File: src/rtl/eirq_pkg.sv
package eirq_pkg;

   typedef enum logic [1:0] {
      SNS_LOW  = 2'b00,
      SNS_ANY  = 2'b01,
      SNS_FALL = 2'b10,
      SNS_RISE = 2'b11
   } sense_t;

   localparam int unsigned REG_SENSE = 0;
   localparam int unsigned REG_MASK  = 1;
   localparam int unsigned REG_FLAG  = 2;

endpackage

File: src/rtl/eirq_sync.sv
module eirq_sync #(
   parameter int unsigned STAGES  = 2,
   parameter logic        RST_VAL = 1'b1
) (
   input  logic clk,
   input  logic rst_n,
   input  logic d_i,
   output logic q_o
);

   if (STAGES < 2) begin : g_bad_stages
      $error("eirq_sync: STAGES must be at least 2");
   end

   logic [STAGES-1:0] chain_q;

   always_ff @(posedge clk or negedge rst_n) begin
      if (!rst_n) begin
         chain_q <= {STAGES{RST_VAL}};
      end else begin
         chain_q <= {chain_q[STAGES-2:0], d_i};
      end
   end

   assign q_o = chain_q[STAGES-1];

endmodule

File: src/rtl/eirq_detect.sv
module eirq_detect
   import eirq_pkg::*;
#(
   parameter logic RST_VAL = 1'b1
) (
   input  logic   clk,
   input  logic   rst_n,
   input  logic   pin_s_i,
   input  sense_t mode_i,
   output logic   evt_o,
   output logic   lvl_o
);

   logic prev_q;

   always_ff @(posedge clk or negedge rst_n) begin
      if (!rst_n) begin
         prev_q <= RST_VAL;
      end else begin
         prev_q <= pin_s_i;
      end
   end

   logic rise_w;
   logic fall_w;

   assign rise_w = pin_s_i & ~prev_q;
   assign fall_w = ~pin_s_i & prev_q;

   always_comb begin
      unique case (mode_i)
         SNS_LOW:  evt_o = 1'b0;
         SNS_ANY:  evt_o = rise_w | fall_w;
         SNS_FALL: evt_o = fall_w;
         SNS_RISE: evt_o = rise_w;
         default:  evt_o = 1'b0;
      endcase
   end

   assign lvl_o = (mode_i == SNS_LOW) & ~pin_s_i;

endmodule

File: src/rtl/eirq_regs.sv
module eirq_regs
   import eirq_pkg::*;
#(
   parameter int unsigned NUM_CH   = 2,
   parameter int unsigned ADDR_W   = 2,
   parameter int unsigned DATA_W   = 8,
   parameter int unsigned CH_IDX_W = 1
) (
   input  logic                clk,
   input  logic                rst_n,
   input  logic [ADDR_W-1:0]   addr_i,
   input  logic                we_i,
   input  logic [DATA_W-1:0]   wdata_i,
   output logic [DATA_W-1:0]   rdata_o,
   input  logic                ack_i,
   input  logic [CH_IDX_W-1:0] ack_ch_i,
   input  logic                gie_i,
   input  logic [NUM_CH-1:0]   evt_i,
   input  logic [NUM_CH-1:0]   lvl_i,
   output logic [2*NUM_CH-1:0] sense_o,
   output logic [NUM_CH-1:0]   mask_o,
   output logic [NUM_CH-1:0]   flag_o,
   output logic [NUM_CH-1:0]   irq_o
);

   localparam int unsigned SNS_W = 2 * NUM_CH;

   logic [SNS_W-1:0]  sense_q;
   logic [NUM_CH-1:0] mask_q;
   logic [NUM_CH-1:0] flag_q;
   logic [NUM_CH-1:0] flag_d;
   logic [NUM_CH-1:0] clr_w;
   logic [NUM_CH-1:0] is_low_w;

   logic wr_sense;
   logic wr_mask;
   logic wr_flag;

   assign wr_sense = we_i && (addr_i == ADDR_W'(REG_SENSE));
   assign wr_mask  = we_i && (addr_i == ADDR_W'(REG_MASK));
   assign wr_flag  = we_i && (addr_i == ADDR_W'(REG_FLAG));

   for (genvar c = 0; c < NUM_CH; c++) begin : g_ch
      assign is_low_w[c] = (sense_t'(sense_q[2*c +: 2]) == SNS_LOW);
      assign clr_w[c]    = (wr_flag && wdata_i[c]) ||
                           (ack_i && (ack_ch_i == CH_IDX_W'(c)));

      always_comb begin
         if (is_low_w[c]) begin
            flag_d[c] = 1'b0;
         end else if (evt_i[c]) begin
            flag_d[c] = 1'b1;
         end else if (clr_w[c]) begin
            flag_d[c] = 1'b0;
         end else begin
            flag_d[c] = flag_q[c];
         end
      end

      assign irq_o[c] = gie_i & mask_q[c] & (is_low_w[c] ? lvl_i[c] : flag_q[c]);
   end

   always_ff @(posedge clk or negedge rst_n) begin
      if (!rst_n) begin
         sense_q <= '0;
         mask_q  <= '0;
         flag_q  <= '0;
      end else begin
         if (wr_sense) sense_q <= wdata_i[SNS_W-1:0];
         if (wr_mask)  mask_q  <= wdata_i[NUM_CH-1:0];
         flag_q <= flag_d;
      end
   end

   always_comb begin
      rdata_o = '0;
      unique case (int'(addr_i))
         REG_SENSE: rdata_o[SNS_W-1:0]  = sense_q;
         REG_MASK:  rdata_o[NUM_CH-1:0] = mask_q;
         REG_FLAG:  rdata_o[NUM_CH-1:0] = flag_q;
         default:   rdata_o = '0;
      endcase
   end

   assign sense_o = sense_q;
   assign mask_o  = mask_q;
   assign flag_o  = flag_q;

endmodule

File: src/rtl/ext_irq_ctrl.sv
module ext_irq_ctrl
   import eirq_pkg::*;
#(
   parameter int unsigned NUM_CH      = 2,
   parameter int unsigned SYNC_STAGES = 2,
   parameter int unsigned ADDR_W      = 2,
   parameter int unsigned DATA_W      = 8,
   parameter logic        PIN_IDLE    = 1'b1,
   localparam int unsigned CH_IDX_W   = (NUM_CH > 1) ? $clog2(NUM_CH) : 1
) (
   input  logic                clk,
   input  logic                rst_n,
   input  logic [NUM_CH-1:0]   pin_i,
   input  logic                glb_ie_i,
   input  logic [ADDR_W-1:0]   reg_addr_i,
   input  logic                reg_we_i,
   input  logic [DATA_W-1:0]   reg_wdata_i,
   output logic [DATA_W-1:0]   reg_rdata_o,
   input  logic                ack_i,
   input  logic [CH_IDX_W-1:0] ack_ch_i,
   output logic [NUM_CH-1:0]   irq_o
);

   if (NUM_CH < 1 || 2 * NUM_CH > DATA_W) begin : g_bad_ch
      $error("ext_irq_ctrl: sense fields of all channels must fit in DATA_W");
   end
   if (ADDR_W < 2) begin : g_bad_addr
      $error("ext_irq_ctrl: ADDR_W must reach three registers");
   end

   logic [NUM_CH-1:0]   pin_s;
   logic [NUM_CH-1:0]   evt;
   logic [NUM_CH-1:0]   lvl;
   logic [2*NUM_CH-1:0] sense_flat;
   logic [NUM_CH-1:0]   mask_q;
   logic [NUM_CH-1:0]   flag_q;

   for (genvar c = 0; c < NUM_CH; c++) begin : g_chan
      eirq_sync #(
         .STAGES  (SYNC_STAGES),
         .RST_VAL (PIN_IDLE)
      ) u_sync (
         .clk   (clk),
         .rst_n (rst_n),
         .d_i   (pin_i[c]),
         .q_o   (pin_s[c])
      );

      eirq_detect #(
         .RST_VAL (PIN_IDLE)
      ) u_det (
         .clk     (clk),
         .rst_n   (rst_n),
         .pin_s_i (pin_s[c]),
         .mode_i  (sense_t'(sense_flat[2*c +: 2])),
         .evt_o   (evt[c]),
         .lvl_o   (lvl[c])
      );
   end

   eirq_regs #(
      .NUM_CH   (NUM_CH),
      .ADDR_W   (ADDR_W),
      .DATA_W   (DATA_W),
      .CH_IDX_W (CH_IDX_W)
   ) u_regs (
      .clk      (clk),
      .rst_n    (rst_n),
      .addr_i   (reg_addr_i),
      .we_i     (reg_we_i),
      .wdata_i  (reg_wdata_i),
      .rdata_o  (reg_rdata_o),
      .ack_i    (ack_i),
      .ack_ch_i (ack_ch_i),
      .gie_i    (glb_ie_i),
      .evt_i    (evt),
      .lvl_i    (lvl),
      .sense_o  (sense_flat),
      .mask_o   (mask_q),
      .flag_o   (flag_q),
      .irq_o    (irq_o)
   );

endmodule

File: config.mk
export PLATFORM = sky130hd
export DESIGN_NAME = ext_irq_ctrl
export DESIGN_NICKNAME = d
export VERILOG_FILES = /design/src/rtl/eirq_pkg.sv /design/src/rtl/eirq_sync.sv /design/src/rtl/eirq_detect.sv /design/src/rtl/eirq_regs.sv /design/src/rtl/ext_irq_ctrl.sv
export SDC_FILE = /design/constraint.sdc
export NUM_CORES = 1
export LEC_CHECK = 0
export BUFFER_PORTS_ARGS = -buffer_cell sky130_fd_sc_hd__buf_2
export CORE_UTILIZATION = 40
export DETAILED_ROUTE_END_ITERATION = 10
export GPL_ROUTABILITY_DRIVEN = 0
export PLACE_DENSITY_LB_ADDON = 0.05
export SKIP_LAST_GASP = 1
export SLEW_MARGIN = 20
export SYNTH_ARGS = -nofsm -noshare
export SYNTH_HDL_FRONTEND = slang
export SYNTH_SLANG_ARGS = --single-unit
File: constraint.sdc
create_clock -name clk -period 2.17 [get_ports clk]
set_input_delay 0.434 -clock clk [delete_from_list [all_inputs] [get_ports clk]]
set_output_delay 0.434 -clock clk [all_outputs]
set_load 0.02 [all_outputs]
==> key figures <==
Synth
  • Post-Synth Simple-Gate Area: 12.09%
  • Post-Synth Adder-Cell Area: 6.908%
  • Netlist cell types: 25
  • Synth Area in XOR/XNOR: 0%
  • Register area share after synthesis: 49.40%
  • #FFs+latches synth: 14
  • Synthesized area per cell: 11.15 µm²
  • Gate Count Post-Synth: 65
  • Post-synthesis mux area share: 14.16%
  • YS warnings: 0
  • Largest family of logic cells by synthesized area: multiplexers
  • Synthesized area: 724.4 µm²
  • Compound-Gate Fraction of Synth Area: 10.19%

Worst hold path
  • HP Class: in2async

Worst setup path
  • Critical Path RT: 1.74 ns
  • Critical Path End Type: output port
  • Critical path type: reg2out
  • Arrival time of the worst setup path: 1.42 ns
  • Type of origin of the critical path: flop
  • CP max FO: 6

Routing
  • Antenna Nets Post-Route: 0
  • Vias: 512
  • Starting DRT DRC Count: 3
  • DRC errors left: 0
  • Drt pass-1 iters: 3
  • WL final: 1217 µm
  • Routed len/inst: 10.87 µm
  • Via density: 4.571

Power
  • Leak Pwr: 0.4397 nW
  • Power per cell area: 791.0 nW/µm²
  • Peak supply drop: 0.5218 mV

Clock tree
  • CTS tree: built
  • Clk sinks: 14
  • Clock root buffer: clkbuf_4
  • CTS buffer count: 3
  • Cts hold-fix bufs: 0
  • Clk slew on worst S/H paths: 0.08 ns
  • Clk buf depth: 2
  • Postcts setup bufs: 0
  • Skew-Pair Late Insertion Delay: 0.27 ns
  • H-tree depth: 1
  • Post_cts resized: 0

Global route
  • Number of global-route vias before repair: 493
  • Total global-route track usage: 15.13%
  • First-pass GRT wire length: 2076 µm
  • Largest net degree at the start of global routing: 15
  • Grt ovf: 0
  • Initial antenna violation count: 0

Timing
  • Setup TNS: 0 ns
  • RSZ-0062 raised after global routing: no
  • Max Clock Skew: 0.0008520 ns
  • Hold Vio Cnt, Final: 0
  • Count of pins over their slew limit: 0
  • Final period util: 85.53%
  • Fin crit period: 1.856 ns
  • Achievable frequency: 0.5388 GHz
  • Final setup fails: 0

Final layout
  • Synthesis-to-finish area growth: 19.86%
  • Fin nets: 110
  • Antenna cell count: 0
  • Fin util: 50.84%
  • Fraction of layout cells with a size suffix above 1: 44.83%

Placement
  • Detail Placement HPWL: 1004 µm
  • PortBufs: 19

Floorplan
  • Initial Utilization: 42.42%
  • Die ar.: 1985 µm²
  • Die Width: 44.56 µm
  • Die height: 44.56 µm
  • Core Region: 1708 µm²
  • Ports: 28
  • Row cnt: 15

Outcome
  • Status: complete, no violations

Flow run
  • Max-Cap Viols: 0
## flip-flops by register name, indices dropped and copies added, names as in the netlist
name / cells
g_chan.u_sync.chain_q: 4
u_regs.sense_o: 4
g_chan.u_det.prev_q: 2
u_regs.flag_o: 2
u_regs.mask_o: 2
## per-stage QoR
stage | area [µm²] | worst slack, ns | std cells | total power (W) | hold slack, ns
2_1_floorplan | 735.7 | 0.5738 | 68 | 0.0004578 | 0.1384
3_3_place_gp | 832.0 | 0.5975 | 108 | 0.0005069 | 0.3410
3_5_place_dp | 832.0 | 0.6022 | 108 | 0.0005106 | 0.3430
4_1_cts | 868.3 | 0.2876 | 112 | 0.0006986 | 0.03679
5_1_grt | 868.3 | 0.2240 | 112 | 0.0007321 | 0.04516
6_report | 868.3 | 0.3140 | 112 | 0.0006868 | 0.03790
## cell usage after synthesis
library cell | number | area, µm²
a211oi_1 | 1 | 7.510
a21oi_1 | 2 | 10.01
a221o_1 | 1 | 10.01
a221oi_1 | 1 | 8.760
a31o_2 | 1 | 8.760
a31oi_1 | 1 | 6.260
and2_1 | 2 | 12.51
and2_4 | 1 | 8.760
and2b_1 | 1 | 7.510
and3_1 | 1 | 6.260
and3b_1 | 1 | 8.760
buf_4 | 4 | 30.03
conb_1 | 1 | 3.750
dfrtp_1 | 8 | 200.2
dfstp_2 | 6 | 157.7
ha_1 | 4 | 50.05
inv_1 | 5 | 18.77
mux2_2 | 6 | 67.56
mux2_4 | 1 | 15.01
mux2i_1 | 2 | 20.02
nand2_1 | 6 | 22.52
nor2_1 | 4 | 15.01
o21ai_0 | 3 | 15.01
o31ai_1 | 1 | 7.510
or2_2 | 1 | 6.260
## placed cells by master, fill, tap and decap left out, drive strengths merged
| cell | count |
|---|---|
| dfrtp | 8 |
| mux2 | 7 |
| and2b | 1 |
| o21ai | 3 |
| and2 | 3 |
| a221oi | 1 |
| conb | 4 |
| ha | 4 |
| buf | 19 |
| dfstp | 6 |
| a21oi | 2 |
| or2 | 1 |
| a31o | 1 |
| inv | 5 |
| a221o | 1 |
| mux2i | 2 |
| a31oi | 1 |
| nand2 | 6 |
| o31ai | 1 |
| a211oi | 1 |
| nor2 | 4 |
| and3 | 1 |
| and3b | 1 |
| clkbuf | 4 |
## worst paths after layout
path | start | end | slack, ns | depth (start not counted)
max | u_regs.sense_o[1]$_DFFE_PN0P_ | irq_o[0] | 0.31 | 4
min | rst_n | u_regs.sense_o[2]$_DFFE_PN0P_ | 0.04 | 1
max reg2reg | g_chan[0].u_sync.chain_q[1]$_DFF_PN1_ | u_regs.flag_o[0]$_DFFE_PN0P_ | 0.68 | 4
min reg2reg | g_chan[0].u_sync.chain_q[0]$_DFF_PN1_ | g_chan[0].u_sync.chain_q[1]$_DFF_PN1_ | 0.36 | 0
max in group asynchronous | rst_n | g_chan[0].u_sync.chain_q[1]$_DFF_PN1_ | 1.85 | 1
min in group clk | pin_i[0] | g_chan[0].u_sync.chain_q[0]$_DFF_PN1_ | 0.25 | 1
## routing by layer
metal	global-route usage, %	up-vias	wire length, µm
li1	-	261	-
met1	21.56	231	643
met2	21.18	18	500
met3	4.082	2	62
met4	7.273	0	10
met5	0	-	0
## logic make-up (layout without fill, tap and decap cells)
group | after synthesis | count (layout)
AOI/OAI and AO/OA | 11 | 11
adders and majority gates | 4 | 4
buffers and inverters | 9 | 28
DFF | 14 | 14
muxes | 9 | 9
other | 1 | 4
and+or+nand+nor | 17 | 17
## layout make-up
type / instances / area [µm²]
inverters: 5 / 18.77
well taps: 25 / 31.28
clock buffers: 4 / 36.28
flip-flops and latches: 14 / 357.8
fillers: 170 / 839.6
repair buffers: 19 / 95.09
multi-input cells: 45 / 329.1
## worst max-delay path: stages, from the launching register on
cell     delay, ns
dfrtp_1       0.45
o21ai_0       0.26
o31ai_1       0.10
and3_1        0.19
buf_2         0.15
## report_power, final
| part | internal [W] | switching [W] |
|---|---|---|
| Sequential | 0.000305 | 0.0000393 |
| Combinational | 0.0000794 | 0.0000785 |
| Clock | 0.000102 | 0.0000822 |
| Total | 0.000487 | 0.000200 |
(Power assumes the default switching activity.)
